## src/rtl/trig_extract_pkg.sv

```systemverilog
package trig_extract_pkg;

    // Width of one channel lane; the trigger mark is its top bit.
    localparam int LANE_W = 16;

    // Bit index of the mark for a lane counted from zero.
    function automatic int mark_pos(input int lane);
        return lane * LANE_W + (LANE_W - 1);
    endfunction

endpackage

```

## src/rtl/te_lane_clean.sv

```systemverilog
// Rebuilds one lane: the mark position is refilled with the sample's
// sign bit so the lane reads as a sign-extended (LW-1)-bit value.
module te_lane_clean #(
    parameter int LW = 16
) (
    input  logic [LW-2:0] sample_bits,
    output logic [LW-1:0] clean
);

    always_comb begin
        clean = {sample_bits[LW-2], sample_bits};
    end

endmodule

```

## src/rtl/te_flag_or.sv

```systemverilog
// Ripple OR of the per-lane marks.
module te_flag_or #(
    parameter int N = 4
) (
    input  logic [N-1:0] flags,
    output logic         any
);

    logic [N:0] acc;

    assign acc[0] = 1'b0;

    for (genvar i = 0; i < N; i++) begin : g_chain
        assign acc[i+1] = acc[i] | flags[i];
    end

    assign any = acc[N];

endmodule

```

## src/rtl/trig_extract.sv

```systemverilog
module trig_extract
    import trig_extract_pkg::*;
#(
    parameter int NUM_CH = 4,
    parameter int DATA_W = 64
) (
    input  logic              clk,
    input  logic              rst,
    input  logic [DATA_W-1:0] data_in,
    input  logic [DATA_W-1:0] trig_src,
    input  logic              valid_in,
    output logic [DATA_W-1:0] data_out,
    output logic              valid_out,
    output logic              trig_out
);

    localparam int LW = LANE_W;

    if (DATA_W != NUM_CH * LW) begin : g_cfg_bad
        $error("trig_extract: DATA_W must be NUM_CH*16");
    end

    typedef struct packed {
        logic [DATA_W-1:0] data;
        logic              valid;
        logic              trig;
    } state_t;

    state_t st_d, st_q;

    logic [DATA_W-1:0] clean_w;
    logic [NUM_CH-1:0] mark_w;
    logic              any_mark;

    for (genvar k = 0; k < NUM_CH; k++) begin : g_lane
        te_lane_clean #(.LW(LW)) u_clean (
            .sample_bits (data_in[k*LW +: LW-1]),
            .clean       (clean_w[k*LW +: LW])
        );

        assign mark_w[k] = trig_src[mark_pos(k)];

        logic unused_lane;
        assign unused_lane = data_in[mark_pos(k)] ^ (^trig_src[k*LW +: LW-1]);
    end

    te_flag_or #(.N(NUM_CH)) u_or (
        .flags (mark_w),
        .any   (any_mark)
    );

    always_comb begin
        st_d       = st_q;
        st_d.valid = valid_in;
        st_d.trig  = 1'b0;
        if (valid_in) begin
            st_d.data = clean_w;
            st_d.trig = any_mark;
        end
    end

    always_ff @(posedge clk) begin
        if (rst) begin
            st_q <= '0;
        end else begin
            st_q <= st_d;
        end
    end

    assign data_out  = st_q.data;
    assign valid_out = st_q.valid;
    assign trig_out  = st_q.trig;

    // a trigger is never reported without valid output data
    p_trig_gated_r6: assert property (@(posedge clk) disable iff (rst)
        trig_out |-> valid_out);

    // output valid follows input valid by one edge
    p_valid_follow_r5: assert property (@(posedge clk) disable iff (rst)
        valid_in |=> valid_out);

    p_valid_drop_r5: assert property (@(posedge clk) disable iff (rst)
        !valid_in |=> !valid_out);

    // idle input leaves data untouched
    p_hold_idle_r7: assert property (@(posedge clk) disable iff (rst)
        !valid_in |=> $stable(data_out));

    // no mark in the trigger source means no trigger
    p_quiet_src_r3: assert property (@(posedge clk) disable iff (rst)
        (valid_in && trig_src == '0) |=> !trig_out);

    // every registered lane is sign-extended
    for (genvar k = 0; k < NUM_CH; k++) begin : g_chk
        p_lane_sext_r2: assert property (@(posedge clk) disable iff (rst)
            valid_out |-> (data_out[mark_pos(k)] == data_out[mark_pos(k)-1]));
    end

endmodule

```

## config.mk

```make
export PLATFORM = sky130hd
export DESIGN_NAME = trig_extract
export DESIGN_NICKNAME = d
export VERILOG_FILES = /design/src/rtl/trig_extract_pkg.sv /design/src/rtl/te_lane_clean.sv /design/src/rtl/te_flag_or.sv /design/src/rtl/trig_extract.sv
export SDC_FILE = /design/constraint.sdc
export NUM_CORES = 1
export LEC_CHECK = 0
export BUFFER_PORTS_ARGS = -buffer_cell sky130_fd_sc_hd__buf_2
export CORE_UTILIZATION = 35
export DETAILED_ROUTE_END_ITERATION = 8
export GPL_TIMING_DRIVEN = 0
export PLACE_DENSITY = 0.75
export SYNTH_ARGS = -nofsm -noshare
export SYNTH_HDL_FRONTEND = slang
export SYNTH_SLANG_ARGS = --single-unit
```

## constraint.sdc

```tcl
create_clock -name clk -period 1 [get_ports clk]
set_clock_uncertainty 0.15 [all_clocks]
set_input_delay 0.05 -clock clk [delete_from_list [all_inputs] [get_ports clk]]
set_output_delay 0.05 -clock clk [all_outputs]
set_load 0.05 [all_outputs]
```

==> impl_metrics.csv, run 1 <==
group,metric,value,unit
cells_and_area,final_cells,496,
routing,remaining_drc_errors,0,
hold_path,hold_path.class,"in2reg",
pwr,share_seq_of_total_power,0.421,
sta,worst_slew_margin,0.710,
yosys,postSynthCellCount,202,
yosys,synth-seq-cells,62,
global_route,maximum_number_of_pins_on_one_net_before_global_route_repair,11,
routing,drt-pass1-iter-count,4,
critical_path,worstPathArrival,0.92,ns
sta,worst_pin_slew,0.435,ns
floorplanning,dieHeight,82.1,um
critical_path,timing.setup.critical_path_class,"reg2out",
pwr,clock_power_share,0.312,
pwr,leakagePower,2.23,nW
yosys,synth_top_cells_by_area,"sky130_fd_sc_hd__dfxtp_1 (55%), sky130_fd_sc_hd__mux2i_1 (27%), sky130_fd_sc_hd__nor2_1 (10%)",
yosys,asyncSetResetFlopFracSynth,0,
routing,route.antenna.remaining_nets,0,
critical_path,worst_setup_path_start_kind,"register",
global_route,grt.overflow.total,0,
yosys,synth.avg_cell_area,11.1,sq um
placement,dpl.cell_count,407,
critical_path,worstSetupEndpointType,"output port",
cells_and_area,fillers,385,
clock_network,clock_tree.root_cell,"sky130_fd_sc_hd__clkbuf_8",
pwr,largest_vdd_supply_drop,0.00105,V
placement,port-buffer-count,130,
yosys,synthTopCellsByCount,"sky130_fd_sc_hd__dfxtp_1 (62), sky130_fd_sc_hd__mux2i_1 (60), sky130_fd_sc_hd__nor2_1 (60), sky130_fd_sc_hd__buf_8 (6), sky130_fd_sc_hd__clkbuf_1 (6)",
cells_and_area,share_of_post_route_cells_with_drive_strength_above_1,0.539,
sta,clock.fmax,0.890,GHz
yosys,synth_most_common_cell,"sky130_fd_sc_hd__dfxtp_1",
clock_network,cts-buffers-inserted,9,
floorplanning,core,0.00606,sq mm
sta,setup-violations-final,65,
cells_and_area,area_delta_synth_final,104,%
routing,dr_vias,2225,
yosys,synth_nets,333,
pwr,total_switching_power,1.96,mW
global_route,grt_antenna_before_repair,0,
global_route,number_of_global_route_vias_before_repair,2337,
floorplanning,design.portCount,197,
cells_and_area,final_core_util,0.756,
yosys,synth_top_area_cell,"sky130_fd_sc_hd__dfxtp_1",
floorplanning,start_util,0.371,
critical_path,cp_max_fo,3,
critical_path,critical_r2r_launch,"data_out[60]",
critical_path,reg2reg_setup_slack,0.01,ns
pwr,power_density,1440,mW/mm^2
placement,final_replace_weighted_congestion,0.694,
routing,final_routed_wire_length_divided_by_cell_count,14.9,um
placement,dpl.hpwl,3630,um
global_route,grt_use_total,0.212,
critical_path,critical_path_origin,"data_out[62]",
critical_path,required_time_of_the_worst_setup_path,0.80,ns
routing,finalWirelength,7380,um
outcome,violations_in_the_final_reports,"hold timing, setup timing",
pwr,combinational_share_of_power,0.267,
pwr,internal_power,4.65,mW
sta,layout_min_cycle_time,1.12,ns
critical_path,crit_path_end,"data_out[63]",
critical_path,timing.rr.end,"data_out[60]",
yosys,mappedNetlistArea,0.00225,sq mm
yosys,synth-seq-area-share,0.553,
sta,final_setup_margin,-0.124,ns
yosys,ys.flop_type,"sky130_fd_sc_hd__dfxtp_1",
yosys,synthDominantCellAreaShare,0.553,
flow_run,max_cap_viol_count,0,
sta,number_of_max_slew_violations_in_the_final_report,0,
floorplanning,die_width,82.1,um
clock_network,cts_tree,"done",
routing,drt_first_iter_violations,42,
pwr,sw_frac_of_total,0.296,
clock_network,cts.sinks,62,
clock_network,htree_levels,3,
global_route,grt_first_pass_wirelength,10400,um
sta,final_min_period_over_clock_period,1.12,
floorplanning,die_area,0.00674,sq mm
clock_network,worst_skew_pair.late_latency,0.33,ns
routing,routed_via_density,4.49,
yosys,synth.lib_cells_used.distinct,10,
sta,setup_repair_after_global_routing_missed_its_margin,"true",
pwr,design_power_total,6.61,mW
yosys,ys.warnings.count,0,
cells_and_area,fin_nets,547,
outcome,run_status,"finished with violations",
critical_path,rr_worst_depth,3,
floorplanning,core.rowCount,28,
sta,timing_hold_violations_final,2,
clock_network,cts-root-to-sink-buffers,2,
placement,detailedPlace.worstSlack,-0.0258,ns
clock_network,clkTransAtPathRegs,0.06,ns
yosys,synth-edff-count,0,
sta,fin_hold_ws,-0.181,ns
cells_and_area,insertedDiodeCount,0,
==> layer usage <==
layer,wire (um),GRT usage,vias to the layer above
met5,0,0,-
met4,225,0.116,0
met3,471,0.0626,22
met2,4110,0.421,94
met1,2580,0.187,1021
li1,-,-,1088
==> flip-flops by register name (all words and copies together), names as in the netlist <==
register / flops
valid_out: 1
data_out: 60
trig_out: 1
==> logic make-up (layout without fill, tap and decap cells) <==
| family | Yosys count | after routing | synth area share |
|---|---|---|---|
| AOI/OAI and AO/OA | 1 | 1 | 0.00501 |
| buffers and inverters | 18 | 237 | 0.0708 |
| DFF | 62 | 62 | 0.553 |
| muxes | 60 | 60 | 0.267 |
| and+or+nand+nor | 61 | 61 | 0.104 |
==> cell usage in the layout (no fill, tap or decap), drive strengths merged <==
master,Yosys,layout
mux2i,60,60
clkbuf,6,18
buf,12,151
clkinvlp,0,1
dfxtp,62,62
o41a,1,1
and2b,1,1
clkinv,0,2
bufinv,0,1
nor2,60,60
dlygate4sd3,0,62
dlymetal6s4s,0,2
==> what timing repair did <==
action | 4_1_cts | 5_1_grt
gates resized for setup | 164 | 27
setup buffers | 0 | 9
pin swaps | 0 | 1
endpoints found under the setup margin | 66 | 67
endpoints found under the hold margin | 62 | 2
hold buffers | 64 | 1
==> area by class of cell <==
class	count	area, sq um	area share
buffer	18	174	0.0379
timing repair buffer	203	1970	0.429
clock inverter	4	47.5	0.0104
clock buffer	12	135	0.0295
tap	75	93.8	0.0205
multi-input combinational	122	846	0.185
sequential	62	1320	0.288
==> critical path, stage by stage (launching register included) <==
cell and delay [ns]:
sky130_fd_sc_hd__dfxtp_2 0.36, sky130_fd_sc_hd__buf_6 0.10, sky130_fd_sc_hd__buf_8 0.13
==> worst min-delay path by stage <==
stage,depth (start not counted),end,start,slack [ns]
floorplan,1,trig_out,trig_src[63],0.02
global placement,2,trig_out,trig_src[63],0.11
detailed placement,2,trig_out,trig_src[63],0.12
CTS,2,trig_out,trig_src[31],-0.22
global route,2,trig_out,trig_src[31],-0.19
finish,2,trig_out,trig_src[31],-0.18
==> power by group through the flow <==
stage               Sequential (mW)  Combinational [mW]  Clock [mW]
CTS                            2.77                1.66        2.15
global placement               2.76                1.20           0
finish                         2.78                1.77        2.06
floorplan                      3.29               0.371           0
global route                   2.80                1.85        2.23
detailed placement             2.77                1.22           0
==> through the flow <==
stage | hold WS [ns] | cell area [sq um] | setup TNS [ns]
CTS | -0.217 | 4420 | -3.64
global placement | 0.114 | 3070 | 0
detailed placement | 0.119 | 3070 | -0.0535
global route | -0.190 | 4580 | -4.29
floorplan | 0.0227 | 2320 | 0
finish | -0.181 | 4580 | -2.03
No activity file was read; power rests on OpenSTA's default activity.
==> run 2, diff against run 1 <==
--- a/config.mk
+++ b/config.mk
@@ -7,8 +7,9 @@
 export LEC_CHECK = 0
 export BUFFER_PORTS_ARGS = -buffer_cell sky130_fd_sc_hd__buf_2
-export CORE_UTILIZATION = 35
+export CORE_MARGIN = 2
+export CORE_UTILIZATION = 37
 export DETAILED_ROUTE_END_ITERATION = 8
 export GPL_TIMING_DRIVEN = 0
-export PLACE_DENSITY = 0.75
+export PLACE_DENSITY = 0.79
 export SYNTH_ARGS = -nofsm -noshare
 export SYNTH_HDL_FRONTEND = slang
==> constraint.sdc (replaced) <==
create_clock -name clk -period 1 [get_ports clk]
set_clock_uncertainty 0.15 [all_clocks]
set_input_delay 0 -clock clk [delete_from_list [all_inputs] [get_ports clk]]
set_output_delay 0 -clock clk [all_outputs]
set_load 0.05 [all_outputs]
==> run 2 against run 1 <==
- the flow finishes with violations (setup timing)
- critical path depth stayed put
- clock power is 23% higher
- setup slack better by 0.052 ns
- count of clock-buffer cells in the layout is 1 higher
- first-iteration DRC count is 29% higher
- worst hold slack better by 0.19 ns
- sequential share of layout area is 0.21 points higher
- power is 6.2% higher
- global-route usage is 1.1 points lower
- final area is 0.90% lower
- critical path type unchanged
- critical endpoint unchanged
- largest cell class unchanged
==> impl_metrics.csv, run 2 (synthesis results as in run 1) <==
group,metric,value,unit
pwr,share_seq_of_total_power,0.395,
clock_network,cts-buffers-inserted,9,
routing,remaining_drc_errors,0,
outcome,run_status,"finished with violations",
clock_network,cts_tree,"done",
floorplanning,design.portCount,197,
clock_network,cts.sinks,62,
cells_and_area,share_of_post_route_cells_with_drive_strength_above_1,0.529,
floorplanning,die_area,0.00671,sq mm
routing,wirelength_met1,2550,um
cells_and_area,fin_nets,542,
critical_path,worstPathArrival,0.92,ns
pwr,internal_power,5.07,mW
global_route,maximum_number_of_pins_on_one_net_before_global_route_repair,11,
clock_network,htree_levels,3,
cells_and_area,mostFrequentLayoutCells,"sky130_fd_sc_hd__dlygate4sd3_1 (66), sky130_fd_sc_hd__buf_2 (65), sky130_fd_sc_hd__mux2i_1 (60), sky130_fd_sc_hd__nor2_1 (60), sky130_fd_sc_hd__dfxtp_2 (60)",
cells_and_area,final_core_util,0.772,
pwr,combinational_share_of_power,0.244,
pwr,power_density,1550,mW/mm^2
sta,worst_slew_margin,0.685,
placement,port-buffer-count,130,
placement,dpl.hpwl,3760,um
pwr,sw_frac_of_total,0.278,
clock_network,clock_tree.root_cell,"sky130_fd_sc_hd__clkbuf_8",
floorplanning,dieHeight,81.9,um
sta,clock.fmax,0.933,GHz
pwr,total_switching_power,1.95,mW
critical_path,timing.setup.critical_path_class,"reg2out",
placement,detailedPlace.worstSlack,0.0151,ns
global_route,grt_use_total,0.202,
critical_path,cpMaxStageDelayCell,"sky130_fd_sc_hd__dfxtp_2",
sta,timing_hold_violations_final,0,
floorplanning,core,0.00589,sq mm
pwr,leakagePower,2.19,nW
cells_and_area,area_delta_synth_final,102,%
routing,final_routed_wire_length_divided_by_cell_count,14.4,um
critical_path,cp_slowest_stage_delay,0.34,ns
sta,setup_repair_after_global_routing_missed_its_margin,"true",
sta,number_of_max_slew_violations_in_the_final_report,0,
floorplanning,start_util,0.382,
clock_network,clkTransAtPathRegs,0.07,ns
floorplanning,core.rowCount,28,
routing,dr_vias,2200,
critical_path,worst_setup_path_start_kind,"register",
critical_path,worstSetupEndpointType,"output port",
cells_and_area,final_common_cell,"sky130_fd_sc_hd__dlygate4sd3_1",
sta,setup_tns,-0.341,ns
routing,finalWirelength,7070,um
sta,fin_hold_ws,0.00612,ns
clock_network,cts-root-to-sink-buffers,2,
cells_and_area,insertedDiodeCount,0,
hold_path,hold_path.class,"in2reg",
routing,route.antenna.remaining_nets,0,
cells_and_area,design_area,0.00454,sq mm
routing,drt_first_iter_violations,54,
sta,layout_min_cycle_time,1.07,ns
cells_and_area,flip_flop_count_of_the_largest_register_all_copies_and_words_added,60,
routing,top_layer,"met4",
routing,route.met3.wl,588,um
routing,drt-pass1-iter-count,3,
clock_network,worst_skew_pair.late_latency,0.33,ns
sta,worst_pin_slew,0.472,ns
global_route,number_of_global_route_vias_before_repair,2237,
flow_run,max_cap_viol_count,0,
placement,placed_cell_area,0.00307,sq mm
placement,final_replace_weighted_congestion,0.734,
global_route,grt_first_pass_wirelength,10100,um
routing,routed_via_density,4.48,
pwr,largest_vdd_supply_drop,0.00128,V
global_route,grt.overflow.total,0,
outcome,violations_in_the_final_reports,"setup timing",
sta,final_setup_margin,-0.0718,ns
critical_path,required_time_of_the_worst_setup_path,0.85,ns
routing,wl_met2,3770,um
floorplanning,die_width,81.9,um
pwr,clock_power_share,0.361,
critical_path,cp_max_fo,3,
critical_path,crit_chain,"buf_6 > buf_8",
sta,setup-violations-final,7,
global_route,grt_antenna_before_repair,0,
sta,final_min_period_over_clock_period,1.07,
-- run 2: cell types whose count changed in the layout (fill, tap and decap cells not counted), moves of 2 or more --
cell                             change
sky130_fd_sc_hd__buf_4               -8
sky130_fd_sc_hd__buf_6              +16
sky130_fd_sc_hd__dlymetal6s4s_1      -2
sky130_fd_sc_hd__clkbuf_1            -2
sky130_fd_sc_hd__buf_8              -15
sky130_fd_sc_hd__dlygate4sd3_1       +4
sky130_fd_sc_hd__dfxtp_2             -2
sky130_fd_sc_hd__dfxtp_1             +2
sky130_fd_sc_hd__clkbuf_8            +3
-- run 2: area by class of cell --
cell class / instances / area [sq um]
Tap cell: 75 / 93.8
Buffer: 18 / 174
Fill cell: 352 / 1340
Clock buffer: 13 / 169
Timing Repair Buffer: 198 / 1880
Sequential cell: 62 / 1320
Multi-Input combinational cell: 122 / 846
Clock inverter: 3 / 65.1
-- run 2: power groups by stage --
| stage | registers, mW | logic [mW] | clock network, mW |
|---|---|---|---|
| 2_1_floorplan | 3.29 | 0.371 | 0 |
| 3_3_place_gp | 2.76 | 1.20 | 0 |
| 3_5_place_dp | 2.77 | 1.23 | 0 |
| 4_1_cts | 2.74 | 1.60 | 2.57 |
| 5_1_grt | 2.79 | 1.80 | 2.72 |
| 6_report | 2.77 | 1.72 | 2.54 |
-- run 2: path summary, 6_finish.rpt --
kind	from	end	slack, ns	depth (start not counted)
worst min register to register	data_out[0]	data_out[0]	0.35	2
worst min-delay path	valid_in	data_out[3]	0.006	4
worst max register to register	data_out[15]	data_out[15]	0.07	3
worst max-delay path	data_out[62]	data_out[63]	-0.07	2
-- run 2: per-stage QoR --
step	total power [mW]	cells
after detailed placement	3.99	407
after global placement	3.97	407
after CTS	6.92	489
final	7.02	491
after global routing	7.31	491
after floorplan	3.66	202
-- run 2: per-layer routing --
layer	track usage	vias to the layer above
met2	0.376	96
met4	0.0900	0
met5	0	-
met3	0.0747	17
met1	0.196	1008
li1	-	1079
-- run 2: critical path, delay by kind of cell (launching register included) --
kind	cells	cell delay, ns
flops	1	0.34
buf+inv	2	0.25
-- run 2: what timing repair did --
item	in CTS	in global routing
hold buffers	65	1
buffers inserted	1	1
gates resized for setup	124	49
hold endpoints to repair	62	1
endpoints found under the setup margin	66	56
==> run 3, diff against run 2 <==
==> constraint.sdc (replaced) <==
create_clock -name clk -period 1 [get_ports clk]
set_clock_uncertainty 0.15 [all_clocks]
set_input_delay 0 -clock clk [delete_from_list [all_inputs] [get_ports clk]]
set_output_delay 0 -clock clk [all_outputs]
set_load 0.005 [all_outputs]
==> run 3 against run 2 <==
- the run ends with hold timing left
- utilization is 12 points lower
- maximum frequency is 8.0% higher
- wire length is 15% lower
==> impl_metrics.csv, run 3 (synthesis results as in run 1) <==
group,metric,value,unit
hold_path,hold_path.class,"in2reg",
floorplanning,die_area,0.00671,sq mm
floorplanning,core.rowCount,28,
clock_network,cts_tree,"done",
cells_and_area,share_of_post_route_cells_with_drive_strength_above_1,0.392,
clock_network,htree_levels,3,
placement,final_replace_weighted_congestion,0.751,
critical_path,path_buf_inv,2,
placement,dpl.hpwl,3730,um
sta,timing_hold_violations_final,1,
clock_network,cts-root-to-sink-buffers,2,
clock_network,worst_skew_pair.late_latency,0.32,ns
global_route,grt_first_pass_wirelength,9040,um
routing,remaining_drc_errors,0,
cells_and_area,layout.area.seq,0.00125,sq mm
sta,setup-violations-final,0,
placement,port-buffer-count,130,
pwr,power_density,1510,mW/mm^2
sta,setup_tns,0,ns
critical_path,cp_max_fo,1,
critical_path,worst_setup_path_start_kind,"primary input",
sta,clock.fmax,1.01,GHz
clock_network,cts_hold_buf,65,
floorplanning,die_width,81.9,um
routing,final_routed_wire_length_divided_by_cell_count,12.4,um
sta,worst_pin_slew,0.430,ns
outcome,violations_in_the_final_reports,"hold timing",
critical_path,timing.setup.critical_path_class,"in2reg",
routing,dr_vias,2135,
floorplanning,dieHeight,81.9,um
outcome,run_status,"finished with violations",
pwr,largest_vdd_supply_drop,0.000977,V
critical_path,worstSetupEndpointType,"register",
routing,finalWirelength,5990,um
clock_network,cts-buffers-inserted,9,
sta,fin_hold_ws,-0.0709,ns
critical_path,required_time_of_the_worst_setup_path,1.05,ns
critical_path,cp_slowest_stage_delay,0.53,ns
global_route,grt_use_total,0.179,
cells_and_area,fin_nets,535,
critical_path,cp_top_family,"buffers and inverters",
cells_and_area,final_core_util,0.654,
routing,routed_via_density,4.42,
sta,setup_repair_after_global_routing_missed_its_margin,"false",
routing,drt-pass1-iter-count,4,
global_route,maximum_number_of_pins_on_one_net_before_global_route_repair,11,
critical_path,worstPathArrival,1.04,ns
clock_network,cts_setup_buffers,0,
clock_network,clkTransAtPathRegs,0.06,ns
clock_network,clock_tree.root_cell,"sky130_fd_sc_hd__clkbuf_8",
critical_path,crit_chain,"dlygate4sd3_1 > buf_2 > o41a_1",
cells_and_area,multi_input_area,846,sq um
global_route,grt.overflow.total,0,
cells_and_area,area_delta_synth_final,71.5,%
critical_path,cpMaxStageDelayCell,"sky130_fd_sc_hd__dlygate4sd3_1",
floorplanning,start_util,0.382,
global_route,number_of_global_route_vias_before_repair,2123,
global_route,grt_antenna_before_repair,0,
flow_run,max_cap_viol_count,0,
sta,number_of_max_slew_violations_in_the_final_report,0,
floorplanning,core,0.00589,sq mm
cells_and_area,final_common_cell,"sky130_fd_sc_hd__buf_2",
cells_and_area,fillers,456,
floorplanning,design.portCount,197,
sta,layout_min_cycle_time,0.993,ns
cells_and_area,insertedDiodeCount,0,
sta,worst_slew_margin,0.713,
cells_and_area,flip_flop_count_of_the_largest_register_all_copies_and_words_added,60,
clock_network,cts.sinks,62,
pwr,leakagePower,2.01,nW
routing,drt_first_iter_violations,59,
routing,route.antenna.remaining_nets,0,
sta,final_min_period_over_clock_period,0.993,
cells_and_area,mostFrequentLayoutCells,"sky130_fd_sc_hd__buf_2 (127), sky130_fd_sc_hd__dlygate4sd3_1 (65), sky130_fd_sc_hd__mux2i_1 (60), sky130_fd_sc_hd__nor2_1 (60), sky130_fd_sc_hd__dfxtp_1 (56)",
## run 3: changes by cell type in the layout (fill, tap and decap cells not counted), sizes merged
cell	before	now
bufinv	2	1
clkinvlp	0	1
clkbuf	19	18
buf	144	138
dlygate4sd3	66	65
## run 3: timing repair
action | CTS | global route
endpoints found under the setup margin | 4 | 2
endpoints found under the hold margin | 62 | 1
gates resized for setup | 8 | 2
## run 3: final timing paths
kind | endpoint | start | slack, ns | cells past startpoint
setup / recovery | trig_out | trig_src[31] | 0.007 | 3
setup reg to reg | data_out[26] | data_out[26] | 0.19 | 2
hold reg to reg | data_out[40] | data_out[40] | 0.34 | 2
hold / removal | valid_out | rst | -0.07 | 2
## run 3: stage by stage
stage	total power, mW	hold slack, ns	instance area, sq um	setup slack (ns)	std cells
4_1_cts	5.87	-0.0793	3850	0.0360	483
3_5_place_dp	3.43	0.0687	2990	0.0422	407
2_1_floorplan	3.10	-0.0273	2250	0.228	202
3_3_place_gp	3.40	0.0679	2990	0.0798	407
5_1_grt	6.11	-0.0800	3850	0.00376	483
6_report	5.80	-0.0709	3850	0.00744	483
## run 3: layout make-up
class,instances,area share
clock inverters,3,0.0110
clock buffers,12,0.0429
repair buffers,195,0.344
well taps,75,0.0244
multi-input cells,122,0.220
flip-flops and latches,62,0.324
plain buffers,14,0.0335
## run 3: power breakdown
| group | internal, mW | switching (mW) |
|---|---|---|
| clock | 1.34 | 0.889 |
| sequential | 2.62 | 0.0731 |
| combinational | 0.546 | 0.338 |
| total | 4.50 | 1.30 |
## run 3: per-layer routing
metal	global-route usage	vias up	wire length [um]
li1	-	1061	-
met1	0.178	961	2340
met2	0.324	94	3020
met3	0.0615	19	471
met4	0.100	0	165
met5	0	-	0
